==> config.mk <==
export PLATFORM = sky130hd
export DESIGN_NAME = swallow_divider
export DESIGN_NICKNAME = d
export VERILOG_FILES = /design/src/rtl/swdiv_pkg.sv /design/src/rtl/swdiv_ctrl.sv /design/src/rtl/swdiv_path.sv /design/src/rtl/swallow_divider.sv
export SDC_FILE = /design/constraint.sdc
export NUM_CORES = 1
export LEC_CHECK = 0
export BUFFER_PORTS_ARGS = -buffer_cell sky130_fd_sc_hd__buf_2
export CORE_MARGIN = 5
export CORE_UTILIZATION = 42
export CTS_BUF_LIST = sky130_fd_sc_hd__clkbuf_2 sky130_fd_sc_hd__clkbuf_4 sky130_fd_sc_hd__clkbuf_8
export DETAILED_ROUTE_END_ITERATION = 16
export GPL_ROUTABILITY_DRIVEN = 0
export SYNTH_ARGS = -nofsm -noshare
export SYNTH_HDL_FRONTEND = slang
export SYNTH_SLANG_ARGS = --single-unit
export TNS_END_PERCENT = 10
==> constraint.sdc <==
create_clock -name clk -period 2.5 [get_ports clk]
set_input_delay 0.125 -clock clk [delete_from_list [all_inputs] [get_ports clk]]
set_output_delay 0.125 -clock clk [all_outputs]
set_load 0.005 [all_outputs]
==> src/rtl/swdiv_pkg.sv <==
package swdiv_pkg;
  // Strobes from the control to the counter datapath
  typedef struct packed {
    logic reload;   // division cycle ends: load fresh counts
    logic step;     // prescaler tick inside the cycle
    logic swStep;   // this tick also consumes one swallow
  } divStrobe_t;
endpackage

==> src/rtl/swdiv_ctrl.sv <==
module swdiv_ctrl
  import swdiv_pkg::*;
#(
  parameter int AW = 7,
  parameter int NW = 11,
  parameter int NMIN = 16,
  parameter int DEF_A = 0,
  parameter int DEF_N = 16,
  parameter bit DEF_SEL = 1'b1
) (
  input  logic          clk,
  input  logic          rstN,
  input  logic          cfgLoad,
  input  logic [AW-1:0] cfgSwallow,
  input  logic [NW-1:0] cfgMain,
  input  logic          cfgModSel,
  input  logic          prescZero,
  input  logic [AW-1:0] swRem,
  input  logic [NW-1:0] mainRem,
  output divStrobe_t    strobe,
  output logic [AW-1:0] loadA,
  output logic [NW-1:0] loadN,
  output logic          loadSel,
  output logic          curSel,
  output logic          cfgErr
);
  localparam logic [NW-1:0] N_FLOOR = NW'(NMIN);

  logic [NW-1:0] nFixed;
  logic [NW-1:0] aWide;
  logic [AW-1:0] aFixed;
  logic          errIn;

  logic [AW-1:0] pendA,  actA;
  logic [NW-1:0] pendN,  actN;
  logic          pendSel, actSel, pendErr, pendValid, errQ;
  logic          cycleEnd, nextErr;

  // Repair an incoming setting before it is stored
  always_comb begin
    nFixed = (cfgMain < N_FLOOR) ? N_FLOOR : cfgMain;
    aWide  = {{(NW-AW){1'b0}}, cfgSwallow};
    aFixed = (aWide >= nFixed) ? AW'(nFixed - 1'b1) : cfgSwallow;
    errIn  = (cfgMain < N_FLOOR) || (aWide >= nFixed);
  end

  assign cycleEnd = prescZero && (mainRem == NW'(1));

  always_comb begin
    loadA   = pendValid ? pendA   : actA;
    loadN   = pendValid ? pendN   : actN;
    loadSel = pendValid ? pendSel : actSel;
    nextErr = pendValid ? pendErr : errQ;
  end

  always_ff @(posedge clk or negedge rstN) begin
    if (!rstN) begin
      pendA     <= AW'(DEF_A);
      pendN     <= NW'(DEF_N);
      pendSel   <= DEF_SEL;
      pendErr   <= 1'b0;
      pendValid <= 1'b0;
      actA      <= AW'(DEF_A);
      actN      <= NW'(DEF_N);
      actSel    <= DEF_SEL;
      errQ      <= 1'b0;
    end else begin
      if (cycleEnd) begin
        actA   <= loadA;
        actN   <= loadN;
        actSel <= loadSel;
        errQ   <= nextErr;
      end
      if (cfgLoad) begin
        pendA   <= aFixed;
        pendN   <= nFixed;
        pendSel <= cfgModSel;
        pendErr <= errIn;
      end
      pendValid <= cfgLoad ? 1'b1 : (cycleEnd ? 1'b0 : pendValid);
    end
  end

  always_comb begin
    strobe.reload = cycleEnd;
    strobe.step   = prescZero && !cycleEnd;
    strobe.swStep = prescZero && !cycleEnd && (swRem != '0);
  end

  assign curSel = actSel;
  assign cfgErr = errQ;
endmodule

==> src/rtl/swdiv_path.sv <==
module swdiv_path
  import swdiv_pkg::*;
#(
  parameter int AW = 7,
  parameter int NW = 11,
  parameter int PLOW = 64,
  parameter int PHIGH = 128,
  parameter int DEF_A = 0,
  parameter int DEF_N = 16,
  parameter bit DEF_SEL = 1'b1
) (
  input  logic          clk,
  input  logic          rstN,
  input  divStrobe_t    strobe,
  input  logic [AW-1:0] loadA,
  input  logic [NW-1:0] loadN,
  input  logic          loadSel,
  input  logic          curSel,
  output logic          prescZero,
  output logic [AW-1:0] swRem,
  output logic [NW-1:0] mainRem,
  output logic          divPulse
);
  localparam int PW = $clog2(PHIGH + 1);

  // Prescaler reload: P for a swallowing segment (P+1 clocks), P-1 otherwise
  function automatic logic [PW-1:0] segLoad(input logic sel, input logic swallowing);
    logic [PW-1:0] base;
    base = sel ? PW'(PLOW) : PW'(PHIGH);
    return swallowing ? base : base - 1'b1;
  endfunction

  logic [PW-1:0] prescCnt;
  logic [AW-1:0] swNext;
  logic          pulseQ;

  assign swNext = strobe.swStep ? swRem - 1'b1 : swRem;

  always_ff @(posedge clk or negedge rstN) begin
    if (!rstN) begin
      swRem    <= AW'(DEF_A);
      mainRem  <= NW'(DEF_N);
      prescCnt <= segLoad(DEF_SEL, DEF_A != 0);
      pulseQ   <= 1'b0;
    end else begin
      pulseQ <= strobe.reload;
      if (strobe.reload) begin
        swRem    <= loadA;
        mainRem  <= loadN;
        prescCnt <= segLoad(loadSel, loadA != '0);
      end else if (strobe.step) begin
        swRem    <= swNext;
        mainRem  <= mainRem - 1'b1;
        prescCnt <= segLoad(curSel, swNext != '0);
      end else begin
        prescCnt <= prescCnt - 1'b1;
      end
    end
  end

  assign prescZero = (prescCnt == '0);
  assign divPulse  = pulseQ;
endmodule

==> src/rtl/swallow_divider.sv <==
module swallow_divider
  import swdiv_pkg::*;
#(
  parameter int AW = 7,
  parameter int NW = 11,
  parameter int PLOW = 64,
  parameter int PHIGH = 128,
  parameter int NMIN = 16,
  parameter int DEF_A = 0,
  parameter int DEF_N = 16,
  parameter bit DEF_SEL = 1'b1
) (
  input  logic          clk,
  input  logic          rstN,
  input  logic          cfgLoad,
  input  logic [AW-1:0] cfgSwallow,
  input  logic [NW-1:0] cfgMain,
  input  logic          cfgModSel,
  output logic          divPulse,
  output logic          cfgErr
);
  divStrobe_t    strobe;
  logic [AW-1:0] loadA, swRem;
  logic [NW-1:0] loadN, mainRem;
  logic          loadSel, curSel, prescZero;

  swdiv_ctrl #(
    .AW(AW), .NW(NW), .NMIN(NMIN),
    .DEF_A(DEF_A), .DEF_N(DEF_N), .DEF_SEL(DEF_SEL)
  ) u_ctrl (
    .clk(clk), .rstN(rstN), .cfgLoad(cfgLoad),
    .cfgSwallow(cfgSwallow), .cfgMain(cfgMain), .cfgModSel(cfgModSel),
    .prescZero(prescZero), .swRem(swRem), .mainRem(mainRem),
    .strobe(strobe), .loadA(loadA), .loadN(loadN), .loadSel(loadSel),
    .curSel(curSel), .cfgErr(cfgErr)
  );

  swdiv_path #(
    .AW(AW), .NW(NW), .PLOW(PLOW), .PHIGH(PHIGH),
    .DEF_A(DEF_A), .DEF_N(DEF_N), .DEF_SEL(DEF_SEL)
  ) u_path (
    .clk(clk), .rstN(rstN), .strobe(strobe),
    .loadA(loadA), .loadN(loadN), .loadSel(loadSel), .curSel(curSel),
    .prescZero(prescZero), .swRem(swRem), .mainRem(mainRem),
    .divPulse(divPulse)
  );
endmodule

==> report_table.html, run 1 <==
<table>
<tr><th>Metric</th><th>Value</th></tr>
<tr><th colspan="2">Critical path</th></tr>
<tr><td>Data required, critical path</td><td>2740 ps</td></tr>
<tr><td>Reg2reg start</td><td>u_path.prescCnt[0]</td></tr>
<tr><td>Slowest cell delay on critical path</td><td>560 ps</td></tr>
<tr><td>Sort of element at the end of the critical path</td><td>flop</td></tr>
<tr><td>End of the worst register-to-register path</td><td>u_path.prescCnt[6]</td></tr>
<tr><td>Sequence of cells on the critical path</td><td>inv_1 -&gt; ha_1 -&gt; nor3b_2 -&gt; nand2_1 -&gt; nor2_1 -&gt; a2111oi_1 -&gt; o21ai_1 -&gt; ha_1 -&gt; a22oi_1 -&gt; nand3_1</td></tr>
<tr><td>Data arrival time of the critical path</td><td>2610 ps</td></tr>
<tr><td>Master of the slowest instance on the critical path</td><td>sky130_fd_sc_hd__dfstp_2</td></tr>
<tr><td>Cell repeated most along the worst path</td><td>sky130_fd_sc_hd__ha_1</td></tr>
<tr><td>Depth of the worst register-to-register path</td><td>10</td></tr>
<tr><td>Worst Path Class, Setup</td><td>flop to flop</td></tr>
<tr><td>CP Launch Type</td><td>flop</td></tr>
<tr><td>Bufs and invs on worst path</td><td>1</td></tr>
<tr><td>Critical-path maximum fanout</td><td>5</td></tr>
<tr><td>Family with the most delay on the worst path</td><td>compound AO/OA/AOI/OAI gates</td></tr>
<tr><td>Register-to-register setup slack</td><td>130 ps</td></tr>
<tr><th colspan="2">Clock network</th></tr>
<tr><td>Clock Latency Late Sink</td><td>350 ps</td></tr>
<tr><td>Number of buffers inserted during clock tree synthesis</td><td>9</td></tr>
<tr><td>Clk sinks</td><td>68</td></tr>
<tr><td>Clock tree from TritonCTS</td><td>built</td></tr>
<tr><td>Cell at the root of the clock tree</td><td>sky130_fd_sc_hd__clkbuf_8</td></tr>
<tr><td>Worst-path clk slew</td><td>80 ps</td></tr>
<tr><td>H-tree depth</td><td>3</td></tr>
<tr><td>Number of buffers on the longest clock path</td><td>2</td></tr>
<tr><th colspan="2">Layout</th></tr>
<tr><td>Area growth from synthesis to final layout</td><td>14.8%</td></tr>
<tr><td>Leading cell types in the layout, fill and taps excluded</td><td>sky130_fd_sc_hd__dfrtp_1 (57), sky130_fd_sc_hd__nand2_1 (34), sky130_fd_sc_hd__nor2_1 (28)</td></tr>
<tr><td>Area used by multi-input combinational logic</td><td>1940 um^2</td></tr>
<tr><td>Ratio of cells with drive above 1 in the final layout</td><td>23.7%</td></tr>
<tr><td>Sequential Area</td><td>1720 um^2</td></tr>
<tr><td>Number of antenna cells inserted</td><td>0</td></tr>
<tr><td>Filler Cell Count</td><td>821</td></tr>
<tr><td>Post-layout net count</td><td>464</td></tr>
<tr><td>Most common cell after layout, fill and taps aside</td><td>sky130_fd_sc_hd__dfrtp_1</td></tr>
<tr><td>Fin util</td><td>50.0%</td></tr>
<tr><th colspan="2">Global route</th></tr>
<tr><td>GRT Max-Usage Layer</td><td>met2</td></tr>
<tr><td>GRT Resource Usage Total</td><td>15.6%</td></tr>
<tr><td>Number of global-route vias before repair</td><td>2,967</td></tr>
<tr><td>Wire length of the first global-routing pass</td><td>14,300 um</td></tr>
<tr><td>Met1 track demand over resource in global routing</td><td>21.9%</td></tr>
<tr><td>Total gr overflow</td><td>0</td></tr>
<tr><td>GR Util met2</td><td>24.1%</td></tr>
<tr><td>Number of antenna violations at the first check in global routing</td><td>0</td></tr>
<tr><td>Largest net degree at the start of global routing</td><td>69</td></tr>
<tr><td>Met3 demand-to-capacity share in global routing</td><td>2.51%</td></tr>
<tr><th colspan="2">Floorplanning</th></tr>
<tr><td>Core Rows</td><td>34</td></tr>
<tr><td>Core footprint</td><td>8810 um^2</td></tr>
<tr><td>Height of the chip</td><td>106 um</td></tr>
<tr><td>Initial core utilization</td><td>43.5%</td></tr>
<tr><td>Die width</td><td>106 um</td></tr>
<tr><td>Die area</td><td>11,100 um^2</td></tr>
<tr><td>Num ports</td><td>24</td></tr>
<tr><th colspan="2">Yosys</th></tr>
<tr><td>Cell variety after synth</td><td>67</td></tr>
<tr><td>Area leader, netlist</td><td>sky130_fd_sc_hd__dfrtp_1</td></tr>
<tr><td>Average footprint of a synthesized cell</td><td>9.90 um^2</td></tr>
<tr><td>Number of enable-type register cells in the synthesized netlist</td><td>0</td></tr>
<tr><td>Number of nets produced by synthesis</td><td>422</td></tr>
<tr><td>Fraction of registers with async set or reset after synthesis</td><td>100%</td></tr>
<tr><td>Gate Count Post-Synth</td><td>387</td></tr>
<tr><td>Synthesized cell area</td><td>3830 um^2</td></tr>
<tr><td>Largest cells by area after synthesis</td><td>sky130_fd_sc_hd__dfrtp_1 (37%), sky130_fd_sc_hd__dfstp_2 (7.5%), sky130_fd_sc_hd__mux2i_1 (4.4%)</td></tr>
<tr><td>Most frequently used flop master after synthesis</td><td>sky130_fd_sc_hd__dfrtp_1</td></tr>
<tr><td>Proportion of netlist area held by the largest area contributor</td><td>37.2%</td></tr>
<tr><td>Flop and latch count out of synthesis</td><td>68</td></tr>
<tr><td>Warnings from Yosys</td><td>0</td></tr>
<tr><td>Share of the yosys chip area belonging to registers</td><td>44.8%</td></tr>
<tr><th colspan="2">Routing</th></tr>
<tr><td>Final antenna-violating net count</td><td>0</td></tr>
<tr><td>Total routed wirelength</td><td>8220 um</td></tr>
<tr><td>First-iteration detailed-routing DRC count</td><td>182</td></tr>
<tr><td>Detailed Routing Iterations Pass 1</td><td>4</td></tr>
<tr><td>DRC</td><td>0</td></tr>
<tr><td>Total via count in the routed design</td><td>3,026</td></tr>
<tr><td>WL per Instance</td><td>15.2 um</td></tr>
<tr><td>Detailed-route vias per instance</td><td>5.58</td></tr>
<tr><th colspan="2">STA</th></tr>
<tr><td>Actual slew at the worst max-slew pin</td><td>732 ps</td></tr>
<tr><td>Highest clock frequency the design can meet</td><td>421 MHz</td></tr>
<tr><td>Total of endpoints with negative setup slack in the final report</td><td>0</td></tr>
<tr><td>Worst slew slack as a fraction of its limit</td><td>50.8%</td></tr>
<tr><td>Sum of negative setup slack</td><td>0 ps</td></tr>
<tr><td>Clock Skews</td><td>11.1 ps</td></tr>
<tr><td>Final period util</td><td>94.9%</td></tr>
<tr><td>Pins Over Slew Limit</td><td>0</td></tr>
<tr><td>Time the worst path needs with I/O delays and setup</td><td>2370 ps</td></tr>
<tr><td>RSZ-0062 raised after global routing</td><td>no</td></tr>
<tr><td>Final setup margin</td><td>127 ps</td></tr>
<tr><td>Final hold violation count</td><td>0</td></tr>
<tr><th colspan="2">Worst hold path</th></tr>
<tr><td>Class of the tightest hold or removal check</td><td>input port to flop</td></tr>
<tr><td>Hold Startpoint</td><td>cfgModSel</td></tr>
<tr><td>Worst hold path endpoint</td><td>u_ctrl.pendSel</td></tr>
<tr><td>Depth of the worst hold-timing path</td><td>2</td></tr>
<tr><th colspan="2">Power and ir drop</th></tr>
<tr><td>Power per cell area</td><td>510 nW/um^2</td></tr>
<tr><td>Maximum vdd ir drop</td><td>0.248 mV</td></tr>
<tr><td>Static leakage</td><td>2.01 nW</td></tr>
<tr><th colspan="2">Place</th></tr>
<tr><td>Detailed placer's ending HPWL</td><td>5970 um</td></tr>
<tr><td>Pre-CTS worst setup slack</td><td>10.7 ps</td></tr>
<tr><td>I/O Buffers</td><td>23</td></tr>
<tr><th colspan="2">Run status</th></tr>
<tr><td>Result of the run</td><td>completed</td></tr>
<tr><th colspan="2">Job</th></tr>
<tr><td>Max Cap Violations</td><td>0</td></tr>
</table>
-- how the worst max path moves through the flow --
stage / cells past startpoint / to / startpoint
after floorplan: 11 / u_ctrl.pendA[3] / cfgMain[4]
final: 10 / u_path.prescCnt[6] / u_path.prescCnt[0]
after global routing: 10 / u_path.prescCnt[6] / u_path.prescCnt[0]
after global placement: 10 / u_path.prescCnt[6] / u_path.prescCnt[0]
after detailed placement: 12 / u_ctrl.pendA[3] / cfgMain[4]
after CTS: 10 / u_path.prescCnt[6] / u_path.prescCnt[0]
-- power by group --
| group | total, W | leakage, nW | internal [W] | switching (W) |
|---|---|---|---|---|
| Combinational | 0.000186 | 1.10 | 0.0000780 | 0.000108 |
| Clock | 0.000900 | 0.0996 | 0.000471 | 0.000429 |
| Sequential | 0.00116 | 0.810 | 0.00113 | 0.0000247 |
| Total | 0.00224 | 2.01 | 0.00168 | 0.000562 |
-- area by class of cell --
class / instances / area share (%)
Clock buffer: 10 / 2.99
Clock inverter: 6 / 1.48
Inverter: 20 / 1.71
Multi-Input combinational cell: 280 / 44.2
Sequential cell: 68 / 39.0
Tap cell: 108 / 3.07
Timing Repair Buffer: 50 / 7.57
-- per-stage QoR --
step	hold WS, ps	power (W)	cell area [um^2]	cells
global route	27.0	0.00234	4400	542
finish	10.4	0.00224	4400	542
global placement	179	0.00136	4160	521
CTS	1.20	0.00227	4360	538
detailed placement	179	0.00137	4160	521
floorplan	-171	0.00128	3830	387
-- cell families (layout without fill, tap and decap cells) --
logic type | count (synthesis) | after routing | share of synthesized area (%)
AOI/OAI and AO/OA | 97 | 97 | 17.4
buffers and inverters | 39 | 86 | 4.70
adders and majority gates | 13 | 13 | 4.25
xor gates and xnor gates | 9 | 9 | 2.06
and+or+nand+nor | 129 | 129 | 17.9
DFF | 68 | 68 | 44.8
muxes | 32 | 32 | 8.85
-- registers in the layout, summed over array words and instances (netlist names) --
| signal | flops |
|---|---|
| u_ctrl.actN | 11 |
| u_ctrl.pendN | 11 |
| u_path.mainRem | 11 |
| u_path.prescCnt | 8 |
| u_ctrl.actA | 7 |
| u_ctrl.pendA | 7 |
| u_path.swRem | 7 |
| u_ctrl.cfgErr | 1 |
| u_ctrl.curSel | 1 |
| u_ctrl.pendErr | 1 |
| u_ctrl.pendSel | 1 |
| u_ctrl.pendValid | 1 |
| u_path.divPulse | 1 |
-- timing repair --
action | 4_1_cts | 5_1_grt
hold buffers | 1 | 0
gates resized for setup | 0 | 2
endpoints found under the hold margin | 57 | 0
buffers inserted | 0 | 4
endpoints found under the setup margin | 0 | 2
-- cell usage after synthesis (all sizes together) (2+ instances only) --
cell,n
nor2,28
dfrtp,57
o22a,2
inv,20
a21o,3
o22ai,2
a31oi,6
nand2b,7
ha,13
buf,8
clkbuf,11
nand3,19
nor3b,4
mux2i,17
o21a,2
or4,2
nand2,37
nor4,9
a22oi,3
o2111ai,2
o31ai,4
xor2,5
a21oi,24
o21ai,28
dfstp,11
xnor2,4
nand3b,2
nor3,10
nand4b,2
mux2,15
o221a,2
o41ai,2
a211oi,4
o31a,3
a2111oi,2
nor2b,3
-- metal layers --
metal / part of all wire [%] / wire length, um
met2: 46 / 3780
met4: 2.1 / 174
met5: 0 / 0
met3: 3.7 / 303
met1: 48 / 3970
Power figures use the tool's default switching activity.
==> inputs of run 2 (changes only) <==
--- a/config.mk
+++ b/config.mk
@@ -5,6 +5,7 @@
 export SDC_FILE = /design/constraint.sdc
 export NUM_CORES = 1
 export LEC_CHECK = 0
+export ABC_AREA = 1
 export BUFFER_PORTS_ARGS = -buffer_cell sky130_fd_sc_hd__buf_2
 export CORE_MARGIN = 5
 export CORE_UTILIZATION = 42
==> run 2 against run 1 <==
Effect of this change: combinational power decreased by 3%; synthesized cell count up 34%; total power is 5.6% higher; cell count is 26% higher; non-clock buffer count is 13 lower; critical endpoint unchanged; critical path type unchanged; maximum frequency rose by 4.5%; design area increased by 3.6%; area after synthesis is 5.1% higher; via count grew 8.7%.
==> report_table.html, run 2 <==
<table>
<tr><th>Metric</th><th>Value</th></tr>
<tr><th colspan="2">Critical path</th></tr>
<tr><td>Data required, critical path</td><td>2720 ps (-20 ps)</td></tr>
<tr><td>Worst Setup SP</td><td>u_path.prescCnt[0]</td></tr>
<tr><td>Sort of element at the end of the critical path</td><td>flop</td></tr>
<tr><td>Reg2reg start</td><td>u_path.prescCnt[0]</td></tr>
<tr><td>Data arrival time of the critical path</td><td>2490 ps (-120 ps)</td></tr>
<tr><td>CP Launch Type</td><td>flop</td></tr>
<tr><td>Worst Path Class, Setup</td><td>flop to flop</td></tr>
<tr><td>Critical-path maximum fanout</td><td>16 (+11)</td></tr>
<tr><th colspan="2">Routing</th></tr>
<tr><td>Final antenna-violating net count</td><td>0 (unchanged)</td></tr>
<tr><td>DRC</td><td>0 (unchanged)</td></tr>
<tr><td>WL per Instance</td><td>12.7 um (-16%)</td></tr>
<tr><td>First-iteration detailed-routing DRC count</td><td>119 (-35%)</td></tr>
<tr><td>Met3 wire len</td><td>226 um (-25%)</td></tr>
<tr><td>Total via count in the routed design</td><td>3,289 (+8.7%)</td></tr>
<tr><td>Detailed route wirelength on metal2</td><td>3980 um (+5.3%)</td></tr>
<tr><td>Total routed wirelength</td><td>8650 um (+5.2%)</td></tr>
<tr><td>Detailed Routing Iterations Pass 1</td><td>4 (unchanged)</td></tr>
<tr><td>Metal1 wirelength</td><td>4210 um (+6.0%)</td></tr>
<tr><td>Top routing layer used</td><td>met4</td></tr>
<tr><td>Detailed-route vias per instance</td><td>4.82 (-14%)</td></tr>
<tr><th colspan="2">Place</th></tr>
<tr><td>Pre-CTS worst setup slack</td><td>177 ps (+166 ps)</td></tr>
<tr><td>Placed insts</td><td>660 (+27%)</td></tr>
<tr><td>I/O Buffers</td><td>23 (unchanged)</td></tr>
<tr><td>Detailed placer's ending HPWL</td><td>6450 um (+8.1%)</td></tr>
<tr><th colspan="2">Yosys</th></tr>
<tr><td>Share of the yosys chip area belonging to registers</td><td>42.6% (-2.2 points)</td></tr>
<tr><td>Most frequently used flop master after synthesis</td><td>sky130_fd_sc_hd__dfrtp_1</td></tr>
<tr><td>Largest cells by area after synthesis</td><td>sky130_fd_sc_hd__dfrtp_1 (35%), sky130_fd_sc_hd__nand2_1 (15%), sky130_fd_sc_hd__dfstp_2 (7.2%)</td></tr>
<tr><td>Most frequent cell after synthesis</td><td>sky130_fd_sc_hd__nand2_1</td></tr>
<tr><td>Number of enable-type register cells in the synthesized netlist</td><td>0 (unchanged)</td></tr>
<tr><td>Fraction of the mapped netlist area in adder cells</td><td>4.04% (-0.21 points)</td></tr>
<tr><td>Simple-gate area share of the yosys netlist</td><td>32.6% (+15 points)</td></tr>
<tr><td>Combinational family with the most area after synthesis</td><td>simple AND/OR/NAND/NOR gates</td></tr>
<tr><td>Cell variety after synth</td><td>45 (-33%)</td></tr>
<tr><td>Area fraction in compound gates after synthesis</td><td>10.0% (-7.4 points)</td></tr>
<tr><td>Fraction of registers with async set or reset after synthesis</td><td>100% (unchanged)</td></tr>
<tr><td>Synthesized cell area</td><td>4030 um^2 (+5.1%)</td></tr>
<tr><td>Xor and xnor fraction of the mapped netlist area</td><td>1.74% (-0.32 points)</td></tr>
<tr><td>Proportion of synthesized area in mux cells</td><td>0.746% (-8.1 points)</td></tr>
<tr><td>Number of nets produced by synthesis</td><td>552 (+31%)</td></tr>
<tr><td>Proportion of netlist area held by the largest area contributor</td><td>35.4% (-1.8 points)</td></tr>
<tr><td>Gate Count Post-Synth</td><td>517 (+34%)</td></tr>
<tr><td>Warnings from Yosys</td><td>0 (unchanged)</td></tr>
<tr><td>Most instantiated cells after synthesis</td><td>sky130_fd_sc_hd__nand2_1 (165), sky130_fd_sc_hd__inv_1 (59), sky130_fd_sc_hd__dfrtp_1 (57)</td></tr>
<tr><td>Flop and latch count out of synthesis</td><td>68 (unchanged)</td></tr>
<tr><td>Average footprint of a synthesized cell</td><td>7.79 um^2 (-21%)</td></tr>
<tr><td>Area leader, netlist</td><td>sky130_fd_sc_hd__dfrtp_1</td></tr>
<tr><th colspan="2">Worst hold path</th></tr>
<tr><td>Hold Startpoint</td><td>cfgSwallow[1]</td></tr>
<tr><td>Class of the tightest hold or removal check</td><td>input port to flop</td></tr>
<tr><th colspan="2">Layout</th></tr>
<tr><td>Area growth from synthesis to final layout</td><td>13.1%</td></tr>
<tr><td>Filler Cell Count</td><td>965 (+18%)</td></tr>
<tr><td>Post-layout net count</td><td>583 (+26%)</td></tr>
<tr><td>Area used by multi-input combinational logic</td><td>1980 um^2 (+1.7%)</td></tr>
<tr><td>Final standard cell count with taps included and fillers excluded</td><td>682 (+26%)</td></tr>
<tr><td>Sequential Area</td><td>1720 um^2 (unchanged)</td></tr>
<tr><td>Number of antenna cells inserted</td><td>0 (unchanged)</td></tr>
<tr><td>Most common cell after layout, fill and taps aside</td><td>sky130_fd_sc_hd__nand2_1</td></tr>
<tr><td>Fin util</td><td>49.1% (-0.89 points)</td></tr>
<tr><td>Leading cell types in the layout, fill and taps excluded</td><td>sky130_fd_sc_hd__nand2_1 (165), sky130_fd_sc_hd__inv_1 (59), sky130_fd_sc_hd__dfrtp_1 (57)</td></tr>
<tr><td>Registers with the most flip-flops</td><td>u_ctrl.actN x11, u_ctrl.pendN x11, u_path.mainRem x11</td></tr>
<tr><td>Ratio of cells with drive above 1 in the final layout</td><td>16.6% (-7.1 points)</td></tr>
<tr><th colspan="2">Clock network</th></tr>
<tr><td>Number of buffers inserted during clock tree synthesis</td><td>9 (unchanged)</td></tr>
<tr><td>Cell at the root of the clock tree</td><td>sky130_fd_sc_hd__clkbuf_8</td></tr>
<tr><td>Clk sinks</td><td>68 (unchanged)</td></tr>
<tr><td>Number of buffers inserted by post-CTS setup repair</td><td>0 (unchanged)</td></tr>
<tr><td>Number of buffers on the longest clock path</td><td>2 (unchanged)</td></tr>
<tr><td>Clock Latency Late Sink</td><td>340 ps (about the same)</td></tr>
<tr><td>H-tree depth</td><td>3 (unchanged)</td></tr>
<tr><td>Clock tree from TritonCTS</td><td>built</td></tr>
<tr><td>Worst-path clk slew</td><td>80 ps (about the same)</td></tr>
<tr><td>Post-CTS Resized</td><td>0 (unchanged)</td></tr>
<tr><th colspan="2">STA</th></tr>
<tr><td>Actual slew at the worst max-slew pin</td><td>683 ps (-49.1 ps)</td></tr>
<tr><td>Pins Over Slew Limit</td><td>0 (unchanged)</td></tr>
<tr><td>Highest clock frequency the design can meet</td><td>440 MHz (+4.5%)</td></tr>
<tr><td>RSZ-0062 raised after global routing</td><td>no</td></tr>
<tr><td>Time the worst path needs with I/O delays and setup</td><td>2270 ps (-101 ps)</td></tr>
<tr><td>Total of endpoints with negative setup slack in the final report</td><td>0 (unchanged)</td></tr>
<tr><td>Final period util</td><td>90.9% (-4.1 points)</td></tr>
<tr><td>Final setup margin</td><td>228 ps (+101 ps)</td></tr>
<tr><td>Sum of negative setup slack</td><td>0 ps (unchanged)</td></tr>
<tr><td>Worst slew slack as a fraction of its limit</td><td>54.4% (+3.7 points)</td></tr>
<tr><td>Clock Skews</td><td>12.6 ps (+1.52 ps)</td></tr>
<tr><td>Final hold violation count</td><td>0 (unchanged)</td></tr>
<tr><th colspan="2">Job</th></tr>
<tr><td>Max Cap Violations</td><td>0 (unchanged)</td></tr>
<tr><th colspan="2">Floorplanning</th></tr>
<tr><td>Num ports</td><td>24 (unchanged)</td></tr>
<tr><td>Die width</td><td>108 um (+2.3%)</td></tr>
<tr><td>Initial core utilization</td><td>43.4% (-0.12 points)</td></tr>
<tr><td>Core footprint</td><td>9280 um^2 (+5.4%)</td></tr>
<tr><td>Core Rows</td><td>35 (+2.9%)</td></tr>
<tr><td>Die area</td><td>11,600 um^2 (+4.6%)</td></tr>
<tr><td>Height of the chip</td><td>108 um (+2.3%)</td></tr>
<tr><th colspan="2">Power and ir drop</th></tr>
<tr><td>Overall Power</td><td>0.00237 W (+5.6%)</td></tr>
<tr><td>Maximum vdd ir drop</td><td>0.243 mV (-2.1%)</td></tr>
<tr><td>Power per cell area</td><td>521 nW/um^2 (+2.0%)</td></tr>
<tr><td>Static leakage</td><td>2.36 nW (+17%)</td></tr>
<tr><th colspan="2">Global route</th></tr>
<tr><td>GRT Resource Usage Total</td><td>16.4% (+0.77 points)</td></tr>
<tr><td>Total gr overflow</td><td>0 (unchanged)</td></tr>
<tr><td>Wire length of the first global-routing pass</td><td>15,200 um (+6.3%)</td></tr>
<tr><td>Largest net degree at the start of global routing</td><td>29 (-58%)</td></tr>
<tr><td>Number of antenna violations at the first check in global routing</td><td>0 (unchanged)</td></tr>
<tr><td>Number of global-route vias before repair</td><td>3,270 (+10%)</td></tr>
<tr><th colspan="2">Run status</th></tr>
<tr><td>Result of the run</td><td>completed</td></tr>
</table>
[run 2: logic make-up (layout without fill, tap and decap cells)]
group                      count (synthesis)  in the layout
AOI/OAI and AO/OA                         73             73
xor gates and xnor gates                   8              8
adders and majority gates                 13             13
buffers and inverters                     79            115
DFF                                       68             68
muxes                                      3              3
and+or+nand+nor                          273            273
[run 2: critical path, stage by stage (launching register included)]
cell and delay (ps):
sky130_fd_sc_hd__dfstp_2 360, sky130_fd_sc_hd__inv_1 90, sky130_fd_sc_hd__ha_1 270, sky130_fd_sc_hd__nand2_4 100, sky130_fd_sc_hd__nor2_8 270, sky130_fd_sc_hd__nand3_4 170
sky130_fd_sc_hd__nand2_1 130, sky130_fd_sc_hd__nand3_2 100, sky130_fd_sc_hd__nor2_4 130, sky130_fd_sc_hd__nand3_1 90, sky130_fd_sc_hd__ha_1 280, sky130_fd_sc_hd__nand2_1 60
sky130_fd_sc_hd__o2111ai_1 100
[run 2: what timing repair did]
item | in CTS | in global routing
endpoints found under the hold margin | 22 | 0
setup endpoints to repair | 0 | 0
hold buffers | 6 | 0
[run 2: routing by layer]
layer / GRT usage, % / vias to the layer above
met5: 0 / -
met4: 7.39 / 0
met3: 2.70 / 20
met2: 26.3 / 53
met1: 21.7 / 1486
li1: - / 1730
[run 2: through the flow]
| stage | hold WS (ps) | area, um^2 |
|---|---|---|
| after floorplan | -171 | 4030 |
| after global placement | 93.0 | 4260 |
| after detailed placement | 98.9 | 4260 |
| after CTS | 97.8 | 4560 |
| after global routing | 135 | 4560 |
| final | 111 | 4560 |
[run 2: worst paths after layout]
| check | slack, ps | cells past startpoint | to |
|---|---|---|---|
| setup / recovery | 230 | 12 | u_path.prescCnt[6] |
| hold / removal | 110 | 5 | u_ctrl.pendA[1] |
| setup reg to reg | 230 | 12 | u_path.prescCnt[6] |
| hold reg to reg | 480 | 2 | u_ctrl.actA[4] |
| max in group asynchronous | 1480 | 3 | u_ctrl.pendSel |
| min in group asynchronous | 260 | 2 | u_ctrl.pendN[6] |
[run 2: final cells by class]
| type | instances | share of cell area (%) |
|---|---|---|
| Clock buffer | 12 | 3.49 |
| Clock inverter | 4 | 1.59 |
| Inverter | 62 | 5.16 |
| Multi-Input combinational cell | 370 | 43.4 |
| Sequential cell | 68 | 37.7 |
| Tap cell | 129 | 3.54 |
| Timing Repair Buffer | 37 | 5.16 |
[run 2: power breakdown]
part	internal (W)	switching, W	leakage (nW)
sequential	0.00113	0.0000157	0.816
clock	0.000626	0.000417	0.116
combinational	0.0000681	0.000113	1.43
total	0.00183	0.000545	2.36
